`src/rtl/eth_txstat_pkg.sv`:
```
package eth_txstat_pkg;

  localparam int ST_W   = 16;
  localparam int CNT_W  = 4;
  localparam int NUM_CNT = 4;
  localparam int COLCNT_W = 5;

  // counter slots in ctr_word
  localparam int SLOT_SNGL = 0;
  localparam int SLOT_MULT = 1;
  localparam int SLOT_DEFR = 2;
  localparam int SLOT_EXCD = 3;

  // field order is MSB first, so the struct packs straight onto the bit map
  typedef struct packed {
    logic unrn;
    logic link;
    logic rxovr;
    logic roll;
    logic excdef;
    logic lostcs;
    logic latecol;
    logic rsvd;
    logic defr;
    logic bcast;
    logic sqe;
    logic col16;
    logic mcast;
    logic multcol;
    logic snglcol;
    logic ok;
  } txstat_word_t;

  typedef struct packed {
    logic col16;
    logic multi;
    logic single;
  } col_class_t;

  function automatic col_class_t classify_cols(input logic [COLCNT_W-1:0] n);
    col_class_t c;
    c.single = (n == COLCNT_W'(1));
    c.multi  = (n >= COLCNT_W'(2)) && (n <= COLCNT_W'(15));
    c.col16  = (n >= COLCNT_W'(16));
    return c;
  endfunction

endpackage

```
`src/rtl/txstat_link_sync.sv`:
```
module txstat_link_sync (
  input  logic clk,
  input  logic rst_n,
  input  logic link_n_pin,
  output logic link_ok,
  output logic link_irq
);

  logic s1_q, s2_q, s3_q;
  logic s1_d, s2_d, s3_d;

  always_comb begin
    s1_d = link_n_pin;
    s2_d = s1_q;
    s3_d = s2_q;
  end

  always_ff @(posedge clk or negedge rst_n) begin
    if (!rst_n) begin
      s1_q <= 1'b1;
      s2_q <= 1'b1;
      s3_q <= 1'b1;
    end else begin
      s1_q <= s1_d;
      s2_q <= s2_d;
      s3_q <= s3_d;
    end
  end

  assign link_ok  = ~s2_q;
  assign link_irq = s2_q ^ s3_q;


  link_irq_edge_chk: assert property (@(posedge clk) disable iff (!rst_n)
    link_irq |-> (link_ok != $past(link_ok)));

endmodule

```
`src/rtl/txstat_timers.sv`:
```
module txstat_timers #(
  parameter int EXC_DEFER_BYTES = 3036,
  parameter int LATE_COL_BYTES  = 64
) (
  input  logic clk,
  input  logic rst_n,
  input  logic byte_tick,
  input  logic frame_start,
  input  logic defer_active,
  input  logic pkt_done,
  input  logic col_det,
  output logic late_col_ev,
  output logic exc_defer_ev
);

  localparam int DEF_W = $clog2(EXC_DEFER_BYTES + 2);
  localparam int FRM_W = $clog2(LATE_COL_BYTES + 2);
  localparam logic [DEF_W-1:0] DEF_LIM = DEF_W'(EXC_DEFER_BYTES);
  localparam logic [FRM_W-1:0] FRM_LIM = FRM_W'(LATE_COL_BYTES);

  logic [DEF_W-1:0] def_cnt_q, def_cnt_d;
  logic [FRM_W-1:0] frm_cnt_q, frm_cnt_d;
  logic             def_tick;

  assign def_tick = byte_tick && defer_active;

  always_comb begin
    def_cnt_d = def_cnt_q;
    if (pkt_done)
      def_cnt_d = '0;
    else if (def_tick && (def_cnt_q <= DEF_LIM))
      def_cnt_d = def_cnt_q + 1'b1;
  end

  always_comb begin
    frm_cnt_d = frm_cnt_q;
    if (frame_start)
      frm_cnt_d = '0;
    else if (byte_tick && (frm_cnt_q <= FRM_LIM))
      frm_cnt_d = frm_cnt_q + 1'b1;
  end

  always_ff @(posedge clk or negedge rst_n) begin
    if (!rst_n) begin
      def_cnt_q <= '0;
      frm_cnt_q <= '0;
    end else begin
      def_cnt_q <= def_cnt_d;
      frm_cnt_q <= frm_cnt_d;
    end
  end

  assign exc_defer_ev = def_tick && !pkt_done && (def_cnt_q == DEF_LIM);
  assign late_col_ev  = col_det && !frame_start && (frm_cnt_q > FRM_LIM);


  exc_once_chk: assert property (@(posedge clk) disable iff (!rst_n)
    exc_defer_ev |=> !exc_defer_ev);

endmodule

```
`src/rtl/txstat_evcnt.sv`:
```
module txstat_evcnt #(
  parameter int NUM = 4,
  parameter int W   = 4
) (
  input  logic             clk,
  input  logic             rst_n,
  input  logic [NUM-1:0]   inc,
  input  logic             clr,
  output logic [NUM*W-1:0] cnt_word,
  output logic             roll
);

  localparam logic [W-1:0] CMAX = '1;

  logic [NUM-1:0] at_max_d;
  logic [NUM-1:0] at_max_q;
  logic           roll_q, roll_d;

  for (genvar g = 0; g < NUM; g++) begin : g_cnt
    logic [W-1:0] c_q, c_d;

    always_comb begin
      if (clr)
        c_d = inc[g] ? W'(1) : '0;
      else if (inc[g] && (c_q != CMAX))
        c_d = c_q + 1'b1;
      else
        c_d = c_q;
    end

    always_ff @(posedge clk or negedge rst_n) begin
      if (!rst_n) c_q <= '0;
      else        c_q <= c_d;
    end

    assign cnt_word[g*W +: W] = c_q;
    assign at_max_d[g] = (c_d == CMAX);
    assign at_max_q[g] = (c_q == CMAX);


    sat_hold_chk: assert property (@(posedge clk) disable iff (!rst_n)
      (at_max_q[g] && !clr) |=> at_max_q[g]);
  end

  always_comb roll_d = (roll_q && !clr) || (|at_max_d);

  always_ff @(posedge clk or negedge rst_n) begin
    if (!rst_n) roll_q <= 1'b0;
    else        roll_q <= roll_d;
  end

  assign roll = roll_q;


  roll_backed_chk: assert property (@(posedge clk) disable iff (!rst_n)
    roll_q |-> (|at_max_q));

endmodule

```
`src/rtl/eth_txstat_core.sv`:
```
module eth_txstat_core
  import eth_txstat_pkg::*;
#(
  parameter int EXC_DEFER_BYTES = 3036,
  parameter int LATE_COL_BYTES  = 64
) (
  input  logic                clk,
  input  logic                rst_n,
  input  logic                link_n_pin,
  input  logic                byte_tick,
  input  logic                frame_start,
  input  logic                defer_active,
  input  logic                col_det,
  input  logic                ifg_early,
  input  logic                carrier,
  input  logic                preamble_end,
  input  logic                carrier_mon_en,
  input  logic                tx_underrun,
  input  logic                tx_done,
  input  logic                done_ok,
  input  logic                done_bcast,
  input  logic                done_mcast,
  input  logic                done_sqe,
  input  logic [COLCNT_W-1:0] done_col_cnt,
  input  logic                rx_overrun,
  input  logic                rx_preamble_ok,
  input  logic                rx_irq_clr,
  input  logic                txena_wr,
  input  logic                txena_wdata,
  input  logic                ctr_rd,
  output logic [ST_W-1:0]     status,
  output logic                txena,
  output logic                jam_req,
  output logic                snap_valid,
  output logic [ST_W-1:0]     snap_word,
  output logic [ST_W-1:0]     ctr_word,
  output logic                rx_flush,
  output logic                irq_rx_ovr,
  output logic                irq_link
);

  // reset: asserted asynchronously, released on the clock
  logic rsync1_q, rst_sync_n;
  always_ff @(posedge clk or negedge rst_n) begin
    if (!rst_n) begin
      rsync1_q   <= 1'b0;
      rst_sync_n <= 1'b0;
    end else begin
      rsync1_q   <= 1'b1;
      rst_sync_n <= rsync1_q;
    end
  end

  logic link_ok, late_ev, exc_ev, roll;

  txstat_link_sync u_link (
    .clk        (clk),
    .rst_n      (rst_sync_n),
    .link_n_pin (link_n_pin),
    .link_ok    (link_ok),
    .link_irq   (irq_link)
  );

  txstat_timers #(
    .EXC_DEFER_BYTES (EXC_DEFER_BYTES),
    .LATE_COL_BYTES  (LATE_COL_BYTES)
  ) u_timers (
    .clk          (clk),
    .rst_n        (rst_sync_n),
    .byte_tick    (byte_tick),
    .frame_start  (frame_start),
    .defer_active (defer_active),
    .pkt_done     (tx_done),
    .col_det      (col_det),
    .late_col_ev  (late_ev),
    .exc_defer_ev (exc_ev)
  );

  // fatal-error and enable state
  logic unrn_q, unrn_d, lost_q, lost_d, late_q, late_d;
  logic txena_q, txena_d, jam_q, jam_d;
  logic lost_ev, fatal_ev, reenable;

  // per-packet deferral state and its pre-clear copy for the snapshot
  logic defr_q, defr_d, excdef_q, excdef_d;
  logic defr_now, exc_now;
  logic defr_hold_q, exc_hold_q, snapv_q;

  // completion outcome bits
  logic ok_q, bc_q, mc_q, sqe_q, c16_q, mul_q, sgl_q;
  logic ok_d, bc_d, mc_d, sqe_d, c16_d, mul_d, sgl_d;
  col_class_t cc;

  // receive overrun
  logic ovr_q, ovr_d, irqovr_q, irqovr_d, flush_q;

  logic [NUM_CNT-1:0] cnt_inc;

  always_comb begin
    lost_ev  = preamble_end && carrier_mon_en && !carrier;
    fatal_ev = tx_underrun || late_ev || lost_ev;
    reenable = txena_wr && txena_wdata;

    unrn_d = tx_underrun ? 1'b1 : (reenable ? 1'b0 : unrn_q);
    late_d = late_ev     ? 1'b1 : (reenable ? 1'b0 : late_q);
    lost_d = lost_ev     ? 1'b1 : (reenable ? 1'b0 : lost_q);

    if (fatal_ev)      txena_d = 1'b0;
    else if (txena_wr) txena_d = txena_wdata;
    else               txena_d = txena_q;

    jam_d = late_ev;
  end

  always_comb begin
    defr_now = defr_q   || (ifg_early && carrier);
    exc_now  = excdef_q || exc_ev;
    defr_d   = tx_done ? 1'b0 : defr_now;
    excdef_d = tx_done ? 1'b0 : exc_now;
  end

  always_comb begin
    cc = classify_cols(done_col_cnt);
    {ok_d, bc_d, mc_d, sqe_d, c16_d, mul_d, sgl_d} =
      {ok_q, bc_q, mc_q, sqe_q, c16_q, mul_q, sgl_q};
    if (tx_done)
      {ok_d, bc_d, mc_d, sqe_d, c16_d, mul_d, sgl_d} =
        {done_ok, done_bcast, done_mcast, done_sqe, cc.col16, cc.multi, cc.single};
  end

  always_comb begin
    ovr_d    = rx_overrun ? 1'b1 : (rx_preamble_ok ? 1'b0 : ovr_q);
    irqovr_d = rx_overrun ? 1'b1 : (rx_irq_clr     ? 1'b0 : irqovr_q);
  end

  always_comb begin
    cnt_inc            = '0;
    cnt_inc[SLOT_SNGL] = tx_done && cc.single;
    cnt_inc[SLOT_MULT] = tx_done && cc.multi;
    cnt_inc[SLOT_DEFR] = tx_done && defr_now;
    cnt_inc[SLOT_EXCD] = tx_done && exc_now;
  end

  always_ff @(posedge clk or negedge rst_sync_n) begin
    if (!rst_sync_n) begin
      unrn_q <= 1'b0; late_q <= 1'b0; lost_q <= 1'b0;
      txena_q <= 1'b0; jam_q <= 1'b0;
      defr_q <= 1'b0; excdef_q <= 1'b0;
      defr_hold_q <= 1'b0; exc_hold_q <= 1'b0; snapv_q <= 1'b0;
      {ok_q, bc_q, mc_q, sqe_q, c16_q, mul_q, sgl_q} <= '0;
      ovr_q <= 1'b0; irqovr_q <= 1'b0; flush_q <= 1'b0;
    end else begin
      unrn_q <= unrn_d; late_q <= late_d; lost_q <= lost_d;
      txena_q <= txena_d; jam_q <= jam_d;
      defr_q <= defr_d; excdef_q <= excdef_d;
      snapv_q <= tx_done;
      if (tx_done) begin
        defr_hold_q <= defr_now;
        exc_hold_q  <= exc_now;
      end
      {ok_q, bc_q, mc_q, sqe_q, c16_q, mul_q, sgl_q} <=
        {ok_d, bc_d, mc_d, sqe_d, c16_d, mul_d, sgl_d};
      ovr_q <= ovr_d; irqovr_q <= irqovr_d; flush_q <= rx_overrun;
    end
  end

  txstat_evcnt #(.NUM(NUM_CNT), .W(CNT_W)) u_cnt (
    .clk      (clk),
    .rst_n    (rst_sync_n),
    .inc      (cnt_inc),
    .clr      (ctr_rd),
    .cnt_word (ctr_word),
    .roll     (roll)
  );

  txstat_word_t st, snap;
  always_comb begin
    st.unrn    = unrn_q;
    st.link    = link_ok;
    st.rxovr   = ovr_q;
    st.roll    = roll;
    st.excdef  = excdef_q;
    st.lostcs  = lost_q;
    st.latecol = late_q;
    st.rsvd    = 1'b0;
    st.defr    = defr_q;
    st.bcast   = bc_q;
    st.sqe     = sqe_q;
    st.col16   = c16_q;
    st.mcast   = mc_q;
    st.multcol = mul_q;
    st.snglcol = sgl_q;
    st.ok      = ok_q;
    snap        = st;
    snap.defr   = defr_hold_q;
    snap.excdef = exc_hold_q;
  end

  assign status     = st;
  assign snap_word  = snap;
  assign snap_valid = snapv_q;
  assign txena      = txena_q;
  assign jam_req    = jam_q;
  assign rx_flush   = flush_q;
  assign irq_rx_ovr = irqovr_q;


  underrun_drop_chk: assert property (@(posedge clk) disable iff (!rst_sync_n)
    tx_underrun |=> (!txena && status[15]));


  late_jam_chk: assert property (@(posedge clk) disable iff (!rst_sync_n)
    jam_req |-> (status[9] && !txena));


  ovr_irq_chk: assert property (@(posedge clk) disable iff (!rst_sync_n)
    rx_overrun |=> (irq_rx_ovr && rx_flush && status[13]));


  exc_set_chk: assert property (@(posedge clk) disable iff (!rst_sync_n)
    (exc_ev && !tx_done) |=> status[11]);


  snap_pulse_chk: assert property (@(posedge clk) disable iff (!rst_sync_n)
    snap_valid |-> $past(tx_done));


  reenable_chk: assert property (@(posedge clk) disable iff (!rst_sync_n)
    (txena_wr && txena_wdata && !tx_underrun && !col_det && !preamble_end)
      |=> (txena && !status[15]));

endmodule

```
`config.mk`:
```
export PLATFORM = sky130hd
export DESIGN_NAME = eth_txstat_core
export DESIGN_NICKNAME = d
export VERILOG_FILES = /design/src/rtl/eth_txstat_pkg.sv /design/src/rtl/txstat_link_sync.sv /design/src/rtl/txstat_timers.sv /design/src/rtl/txstat_evcnt.sv /design/src/rtl/eth_txstat_core.sv
export SDC_FILE = /design/constraint.sdc
export NUM_CORES = 1
export LEC_CHECK = 0
export ABC_AREA = 1
export BUFFER_PORTS_ARGS = -buffer_cell sky130_fd_sc_hd__buf_2
export CAP_MARGIN = 0
export CORE_MARGIN = 2
export CORE_UTILIZATION = 54
export CTS_BUF_LIST = sky130_fd_sc_hd__clkbuf_4 sky130_fd_sc_hd__clkbuf_8 sky130_fd_sc_hd__clkbuf_16
export DETAILED_ROUTE_END_ITERATION = 12
export PLACE_DENSITY_LB_ADDON = 0.2
export SLEW_MARGIN = 20
export SYNTH_ARGS = -nofsm -noshare
export SYNTH_HDL_FRONTEND = slang
export SYNTH_SLANG_ARGS = --single-unit
```
`constraint.sdc`:
```
create_clock -name clk -period 2.3 [get_ports clk]
set_clock_uncertainty 0.2 [all_clocks]
set_input_delay 0 -clock clk [delete_from_list [all_inputs] [get_ports clk]]
set_output_delay 0 -clock clk [all_outputs]
set_load 0.01 [all_outputs]
```
==> insert_results.sql, run 1 <==
INSERT INTO impl_metrics (metric_group, metric, value, unit) VALUES
('outcome', 'run_status', 'finished, final reports clean', ''),
('worst_setup_path', 'cp_top_family', 'simple AND/OR/NAND/NOR gates', ''),
('clock_network', 'htree_num_levels', '3', ''),
('sta', 'final_hold_viol_count', '0', ''),
('sta', 'fmax', '0.455', 'GHz'),
('sta', 'tns', '0', 'ns'),
('route', 'route.detailed.wl_per_inst', '13.1', 'um'),
('job', 'maxCapViolations', '0', ''),
('sta', 'worst_slew_pin_slew', '0.595', 'ns'),
('worst_setup_path', 'worst-endpoint-arrival', '2.23', 'ns'),
('worst_setup_path', 'timing_worst_setup_path_type', 'flop to flop', ''),
('floorplanning', 'num_rows', '28', ''),
('route', 'route.detailed.drc', '0', ''),
('sta', 'finalMaxSlewViolations', '0', ''),
('pwr', 'vdd.ir_drop.worst', '0.000469', 'V'),
('worst_setup_path', 'critical_path.n_buffers_inverters', '1', ''),
('worst_setup_path', 'critPathLaunchType', 'flop', ''),
('worst_setup_path', 'worstSetupEndpointType', 'flop', ''),
('placement', 'place_worst_setup_slack', '0.429', 'ns'),
('worst_setup_path', 'cp_common_cell', 'nand2_1', ''),
('pwr', 'power_dens_cells', '599', 'mW/mm^2'),
('logic_synthesis', 'post_synth_num_cell_types', '35', ''),
('cells_and_area', 'reg_top3', 'u_cnt.g_cnt.c_q: 16 flops, u_timers.def_cnt_q: 12 flops, u_timers.frm_cnt_q: 7 flops', ''),
('global_routing', 'grt_max_degree', '27', ''),
('cells_and_area', 'fillerInstances', '436', ''),
('cells_and_area', 'register_area', '0.00153', 'sq mm'),
('logic_synthesis', 'synth.mux.area_fraction', '0', '%'),
('logic_synthesis', 'synthSimpleGateAreaFrac', '29.7', '%'),
('logic_synthesis', 'syn_inst', '416', ''),
('route', 'drt_iter0_markers', '202', ''),
('clock_network', 'clock_insertion_delay_worst_skew', '0.35', 'ns'),
('cells_and_area', 'nNetsFinal', '555', ''),
('sta', 'max-slew-margin-rel', '60.4', '%'),
('logic_synthesis', 'ys_seq_elements', '61', ''),
('floorplanning', 'floorplan.initialDensity', '56.5', '%'),
('route', 'via_per_inst', '5.09', ''),
('clock_network', 'cts.root.buffer_cell', 'clkbuf_8', ''),
('route', 'routed-via-count', '3046', ''),
('sta', 'timing.final.crit_share', '95.6', '%'),
('logic_synthesis', 'synth_compound_gate_area_share', '5.62', '%'),
('route', 'antenna_left', '0', ''),
('placement', 'place.port_buffers', '79', ''),
('cells_and_area', 'n_antenna_cell', '0', ''),
('cells_and_area', 'area_growth_syn_to_fin', '28.2', '%'),
('global_routing', 'grt_first_pass_wirelength', '13100', 'um'),
('placement', 'globalplace.congestion', '0.880', ''),
('cells_and_area', 'top_register', 'u_cnt.g_cnt.c_q', ''),
('worst_setup_path', 'worstPathCellList', 'ha_1 -> nand3_2 -> nand3_4 -> dlygate4sd3_1 -> nand2_1 -> nand2_1 -> nand4_1 -> nor2_1 -> nor2_1 -> nand2_1', ''),
('global_routing', 'number_of_antenna_violations_at_the_first_check_in_global_routing', '0', ''),
('worst_setup_path', 'timing.critical_path.slowest_cell_delay', '0.58', 'ns'),
('logic_synthesis', 'yosys.area_share.adder', '2.96', '%'),
('sta', 'final_critical_path_setup_slack', '0.102', 'ns'),
('clock_network', 'cts_made_buffers', '9', ''),
('clock_network', 'cts_buffer_depth', '2', ''),
('logic_synthesis', 'synth_sequential_area_ratio', '45.2', '%'),
('worst_setup_path', 'timing.critical_path.slowest_stage_cell', 'dlygate4sd3_1', ''),
('floorplanning', 'ios', '82', ''),
('floorplanning', 'die_area', '0.00692', 'sq mm'),
('worst_setup_path', 'worstPathRequired', '2.33', 'ns'),
('global_routing', 'total_routing_resource_utilization_after_global_routing', '23.6', '%'),
('min_path', 'timing.hold.worst.class', 'input pin to flop', ''),
('floorplanning', 'die_height', '83.2', 'um'),
('pwr', 'power.leakage', '2.29', 'nW'),
('clock_network', 'clkSlewWorstSetupHoldPaths', '0.07', 'ns'),
('logic_synthesis', 'syn_area', '0.00338', 'sq mm'),
('clock_network', 'tritoncts', 'built', ''),
('floorplanning', 'fp.coreArea', '0.00599', 'sq mm'),
('cells_and_area', 'multi_input_area', '0.00139', 'sq mm'),
('cells_and_area', 'largest_register_ff_count', '16', ''),
('worst_setup_path', 'worst-path-max-fanout', '6', ''),
('route', 'drt_first_pass_iters', '6', '');
## timing repair
item,in CTS,in global routing
hold endpoints to repair,47,0
hold buffers,42,0
gates resized for setup,0,8
buffers inserted,0,6
setup endpoints to repair,0,2
## through the flow
step	utilization (%)	power [W]	instances	area (sq um)	hold WS [ns]
2_1_floorplan	-	0.00137	417	3390	-0.496
3_3_place_gp	60.7	0.00143	536	3630	-0.413
3_5_place_dp	60.7	0.00144	536	3630	-0.413
4_1_cts	71.5	0.00260	594	4280	0.00802
5_1_grt	72.5	0.00271	599	4340	0.0830
6_report	72.5	0.00260	599	4340	0.0263
## where the power goes
group	internal, W	switching, W	total, W
sequential	0.00112	0.0000465	0.00116
clock	0.000678	0.000422	0.00110
combinational	0.000156	0.000179	0.000335
total	0.00195	0.000647	0.00260
## path summary, 6_finish.rpt
kind	from	end	slack (ns)	cells past startpoint
min in group asynchronous	rst_sync_n	irq_rx_ovr	0.08	0
max in group asynchronous	rst_sync_n	u_link.s3_q	1.21	1
worst max-delay path	u_cnt.g_cnt[1].c_q[0]	u_cnt.roll	0.10	10
worst max register to register	u_cnt.g_cnt[1].c_q[0]	u_cnt.roll	0.10	10
worst min-delay path	done_col_cnt[1]	u_cnt.g_cnt[1].c_q[2]	0.03	6
worst min register to register	rst_sync_n	irq_rx_ovr	0.08	0
## metal layers
layer  vias to the layer above  GRT usage (%)  routed length (um)
li1                       1511              -                   -
met1                      1404           28.2                3270
met2                       104           39.1                3880
met3                        27           4.47                 371
met4                         0           14.5                 314
met5                         -              0                   0
## cells in the mapped netlist (all sizes together)
cell type	instances	area share, %
a21oi	16	2.6
a22o	1	0.26
a31oi	1	0.18
buf	36	8.0
clkbuf	2	0.22
clkinv	1	0.11
conb	2	0.22
dfrtp	58	43
dfstp	3	2.3
ha	8	3.0
inv	53	5.9
nand2	112	13
nand3	39	6.4
nand3b	5	1.1
nand4	19	4.0
nor2	32	4.4
nor3	6	0.89
o21ai	11	1.6
o21bai	1	0.22
o31ai	2	0.74
xnor2	1	0.26
xor2	7	1.8
## cell usage in the layout, fill, tap and decap left out, drive strengths merged
cell type     count
a21oi            16
a22o              1
a31oi             1
buf              87
bufinv            2
clkbuf           13
clkinv            3
conb              3
dfrtp            58
dfstp             3
dlygate4sd3      40
dlymetal6s4s      1
ha                8
inv              53
nand2           112
nand3            39
nand3b            5
nand4            19
nor2             32
nor3              6
o21ai            11
o21bai            1
o31ai             2
xnor2             1
xor2              7
## cell families after synthesis
family	count (synthesis)
AND/OR/NAND/NOR	213
buffers and inverters	92
flip-flops	61
AO/OA/AOI/OAI	32
XOR/XNOR	8
adder cells (fa/ha/maj)	8
other	2
## worst min-delay path, cell delays in order
cell	delay [ns]
buf_2	0.08
nor2_1	0.04
nand2_2	0.10
nand3_4	0.11
o21ai_1	0.13
nor2_1	0.06
## final cells by class
type,count,share of cell area [%]
tap,75,2.16
timing repair buffer,129,20.5
sequential,61,35.3
multi-input combinational,264,32.1
inverter,54,4.67
clock inverter,4,1.61
clock buffer,12,3.66
Note: power is estimated with default switching activity, not from simulation.
==> run 2, diff against run 1 <==
Settings changed: CORE_UTILIZATION 54 to 58.
Clock period 2.3 ns to 2.7 ns, I/O delays scaled along.
==> run 2 against run 1 <==
Effect of this change: first-iteration DRC count down 5.0%; sequential cell count unchanged; combinational power down 21%; clock-buffer cell count down 2; total power down 13%; final area down 1.7%; sequential power down 14%; worst hold slack worse by 0.0036 ns; die area down 6.6%.
==> insert_results.sql, run 2 (synthesis gave the netlist of run 1 again) <==
INSERT INTO impl_metrics (metric_group, metric, value, unit) VALUES
('cells_and_area', 'reg_top3', 'u_cnt.g_cnt.c_q: 16 flops, u_timers.def_cnt_q: 12 flops, u_timers.frm_cnt_q: 7 flops', ''),
('floorplanning', 'num_rows', '27', ''),
('global_routing', 'grt_first_pass_wirelength', '13000', 'um'),
('cells_and_area', 'mostFrequentLayoutCell', 'nand2_1', ''),
('floorplanning', 'ios', '82', ''),
('cells_and_area', 'drive_gt1_share', '23.4', '%'),
('route', 'drt_first_pass_iters', '5', ''),
('global_routing', 'grt_pass1_vias', '2960', ''),
('cells_and_area', 'postLayoutCoreUtil', '76.5', '%'),
('sta', 'timing.final.crit_period', '2.33', 'ns'),
('cells_and_area', 'finalNonFillerCells', '589', ''),
('worst_setup_path', 'worst-path-max-fanout', '23', ''),
('sta', 'fmax', '0.429', 'GHz'),
('sta', 'max-slew-margin-rel', '44.7', '%'),
('route', 'via_per_inst', '5.21', ''),
('global_routing', 'total_routing_resource_utilization_after_global_routing', '26.1', '%'),
('global_routing', 'grt.overflow.total', '0', ''),
('placement', 'place_worst_setup_slack', '0.822', 'ns'),
('placement', 'place.port_buffers', '79', ''),
('route', 'route.detailed.wl_per_inst', '13.4', 'um'),
('cells_and_area', 'area_growth_syn_to_fin', '26.1', '%'),
('cells_and_area', 'multi_input_area', '0.00138', 'sq mm'),
('placement', 'globalplace.congestion', '0.895', ''),
('clock_network', 'cts.root.buffer_cell', 'clkbuf_8', ''),
('global_routing', 'number_of_antenna_violations_at_the_first_check_in_global_routing', '0', ''),
('pwr', 'share_comb_of_total_power', '11.7', '%'),
('pwr', 'power_dens_cells', '531', 'mW/mm^2'),
('clock_network', 'cts_buffer_depth', '2', ''),
('clock_network', 'cts_resized', '0', ''),
('cells_and_area', 'nNetsFinal', '548', ''),
('clock_network', 'clock_insertion_delay_worst_skew', '0.34', 'ns'),
('min_path', 'timing.hold.worst.class', 'input pin to flop', ''),
('cells_and_area', 'mostFrequentLayoutCells', '107 x nand2_1, 79 x buf_2, 57 x dfrtp_1, 52 x inv_1, 40 x dlygate4sd3_1', ''),
('worst_setup_path', 'worstSetupEndpointType', 'flop', ''),
('pwr', 'switching_share', '24.6', '%'),
('pwr', 'internal_power_summed_over_all_cells', '0.00171', 'W'),
('floorplanning', 'die_height', '80.4', 'um'),
('clock_network', 'htree_num_levels', '3', ''),
('sta', 'worst_slew_pin_slew', '0.830', 'ns'),
('placement', 'dp_cells', '533', ''),
('clock_network', 'cts_made_buffers', '9', ''),
('floorplanning', 'fp.coreArea', '0.00557', 'sq mm'),
('worst_setup_path', 'worstPathRequired', '2.73', 'ns'),
('sta', 'setup_repair_after_global_routing_missed_its_margin', 'false', ''),
('clock_network', 'clkSlewWorstSetupHoldPaths', '0.07', 'ns'),
('job', 'maxCapViolations', '0', ''),
('outcome', 'run_status', 'finished, final reports clean', ''),
('worst_setup_path', 'timing_worst_setup_path_type', 'input pin to flop', ''),
('cells_and_area', 'register_area', '0.00153', 'sq mm'),
('pwr', 'power.sequential.fraction', '43.9', '%'),
('clock_network', 'tritoncts', 'built', ''),
('worst_setup_path', 'critPathLaunchType', 'input pin', ''),
('cells_and_area', 'largest_register_ff_count', '16', ''),
('cells_and_area', 'n_antenna_cell', '0', ''),
('sta', 'tns', '0', 'ns'),
('worst_setup_path', 'worst_r2r_path_depth', '9', ''),
('pwr', 'power.leakage', '2.25', 'nW'),
('sta', 'final_critical_path_setup_slack', '0.370', 'ns'),
('sta', 'final_hold_viol_count', '0', ''),
('floorplanning', 'die_width', '80.4', 'um'),
('global_routing', 'grt_max_degree', '40', ''),
('pwr', 'vdd.ir_drop.worst', '0.000384', 'V'),
('worst_setup_path', 'worst-endpoint-arrival', '2.36', 'ns'),
('route', 'route.detailed.drc', '0', ''),
('sta', 'setup_violations', '0', ''),
('clock_network', 'cts_num_sinks', '61', ''),
('cells_and_area', 'fillerInstances', '394', ''),
('route', 'drt_iter0_markers', '192', ''),
('min_path', 'worst_hold_path.num_cells', '5', ''),
('cells_and_area', 'top_register', 'u_cnt.g_cnt.c_q', ''),
('sta', 'timing.final.crit_share', '86.3', '%'),
('sta', 'finalMaxSlewViolations', '0', ''),
('pwr', 'power_switching', '0.000556', 'W'),
('floorplanning', 'die_area', '0.00646', 'sq mm'),
('placement', 'hpwl', '5070', 'um'),
('route', 'route.final.wire_length', '7880', 'um'),
('pwr', 'clock_power_share', '44.4', '%'),
('route', 'antenna_left', '0', ''),
('floorplanning', 'floorplan.initialDensity', '60.7', '%'),
('route', 'routed-via-count', '3066', '');
## run 2: final timing paths
kind,start,endpoint,slack (ns)
setup reg to reg,u_timers.frm_cnt_q[0],u_timers.frm_cnt_q[6],0.42
setup / recovery,tx_done,u_cnt.roll,0.37
max in group asynchronous,rst_sync_n,u_link.s3_q,1.37
hold reg to reg,u_link.s1_q,u_link.s2_q,0.15
min in group asynchronous,rst_sync_n,rx_flush,0.17
hold / removal,done_col_cnt[1],u_cnt.g_cnt[1].c_q[1],0.02
## run 2: metrics by stage
stage	power, W	hold WS, ns	instance area (sq um)
6_report	0.00227	0.0226	4270
5_1_grt	0.00235	0.0969	4270
4_1_cts	0.00227	0.0149	4270
3_5_place_dp	0.00123	-0.411	3620
3_3_place_gp	0.00122	-0.415	3620
2_1_floorplan	0.00117	-0.496	3390
## run 2: cell type report
cell class	instances	area share [%]
Inverter	54	4.75
Multi-Input combinational cell	264	32.3
Tap cell	72	2.11
Clock buffer	10	3.23
Sequential cell	61	35.9
Clock inverter	6	2.58
Timing Repair Buffer	122	19.2
## run 2: routing by layer
| metal | GRT usage (%) | vias up | share of wire (%) |
|---|---|---|---|
| met5 | 0 | - | 0 |
| met4 | 10.2 | 0 | 2.1 |
| met3 | 5.62 | 17 | 4.7 |
| met2 | 45.1 | 92 | 51 |
| met1 | 31.6 | 1458 | 42 |
| li1 | - | 1499 | - |
## run 2: timing repair
action                    in CTS  in global routing
hold endpoints to repair      44                  0
hold buffers                  40                  0
setup buffers                  0                  0
## run 2: worst max-delay path, stage by stage
cell,delay (ns)
dlygate4sd3_1,0.52
buf_2,0.24
inv_2,0.23
nor2_4,0.24
nand3_4,0.12
dlygate4sd3_1,0.59
nand2_1,0.08
nand2_1,0.05
nand4_1,0.07
nor2_1,0.05
nor2_1,0.10
nand2_1,0.05
## run 2: power groups by stage
| stage | Sequential (W) | Combinational [W] | Clock [W] |
|---|---|---|---|
| floorplan | 0.00101 | 0.000157 | 0 |
| global placement | 0.00101 | 0.000208 | 0 |
| detailed placement | 0.00101 | 0.000214 | 0 |
| CTS | 0.000995 | 0.000260 | 0.00102 |
| global route | 0.00100 | 0.000293 | 0.00105 |
| finish | 0.000994 | 0.000265 | 0.00101 |
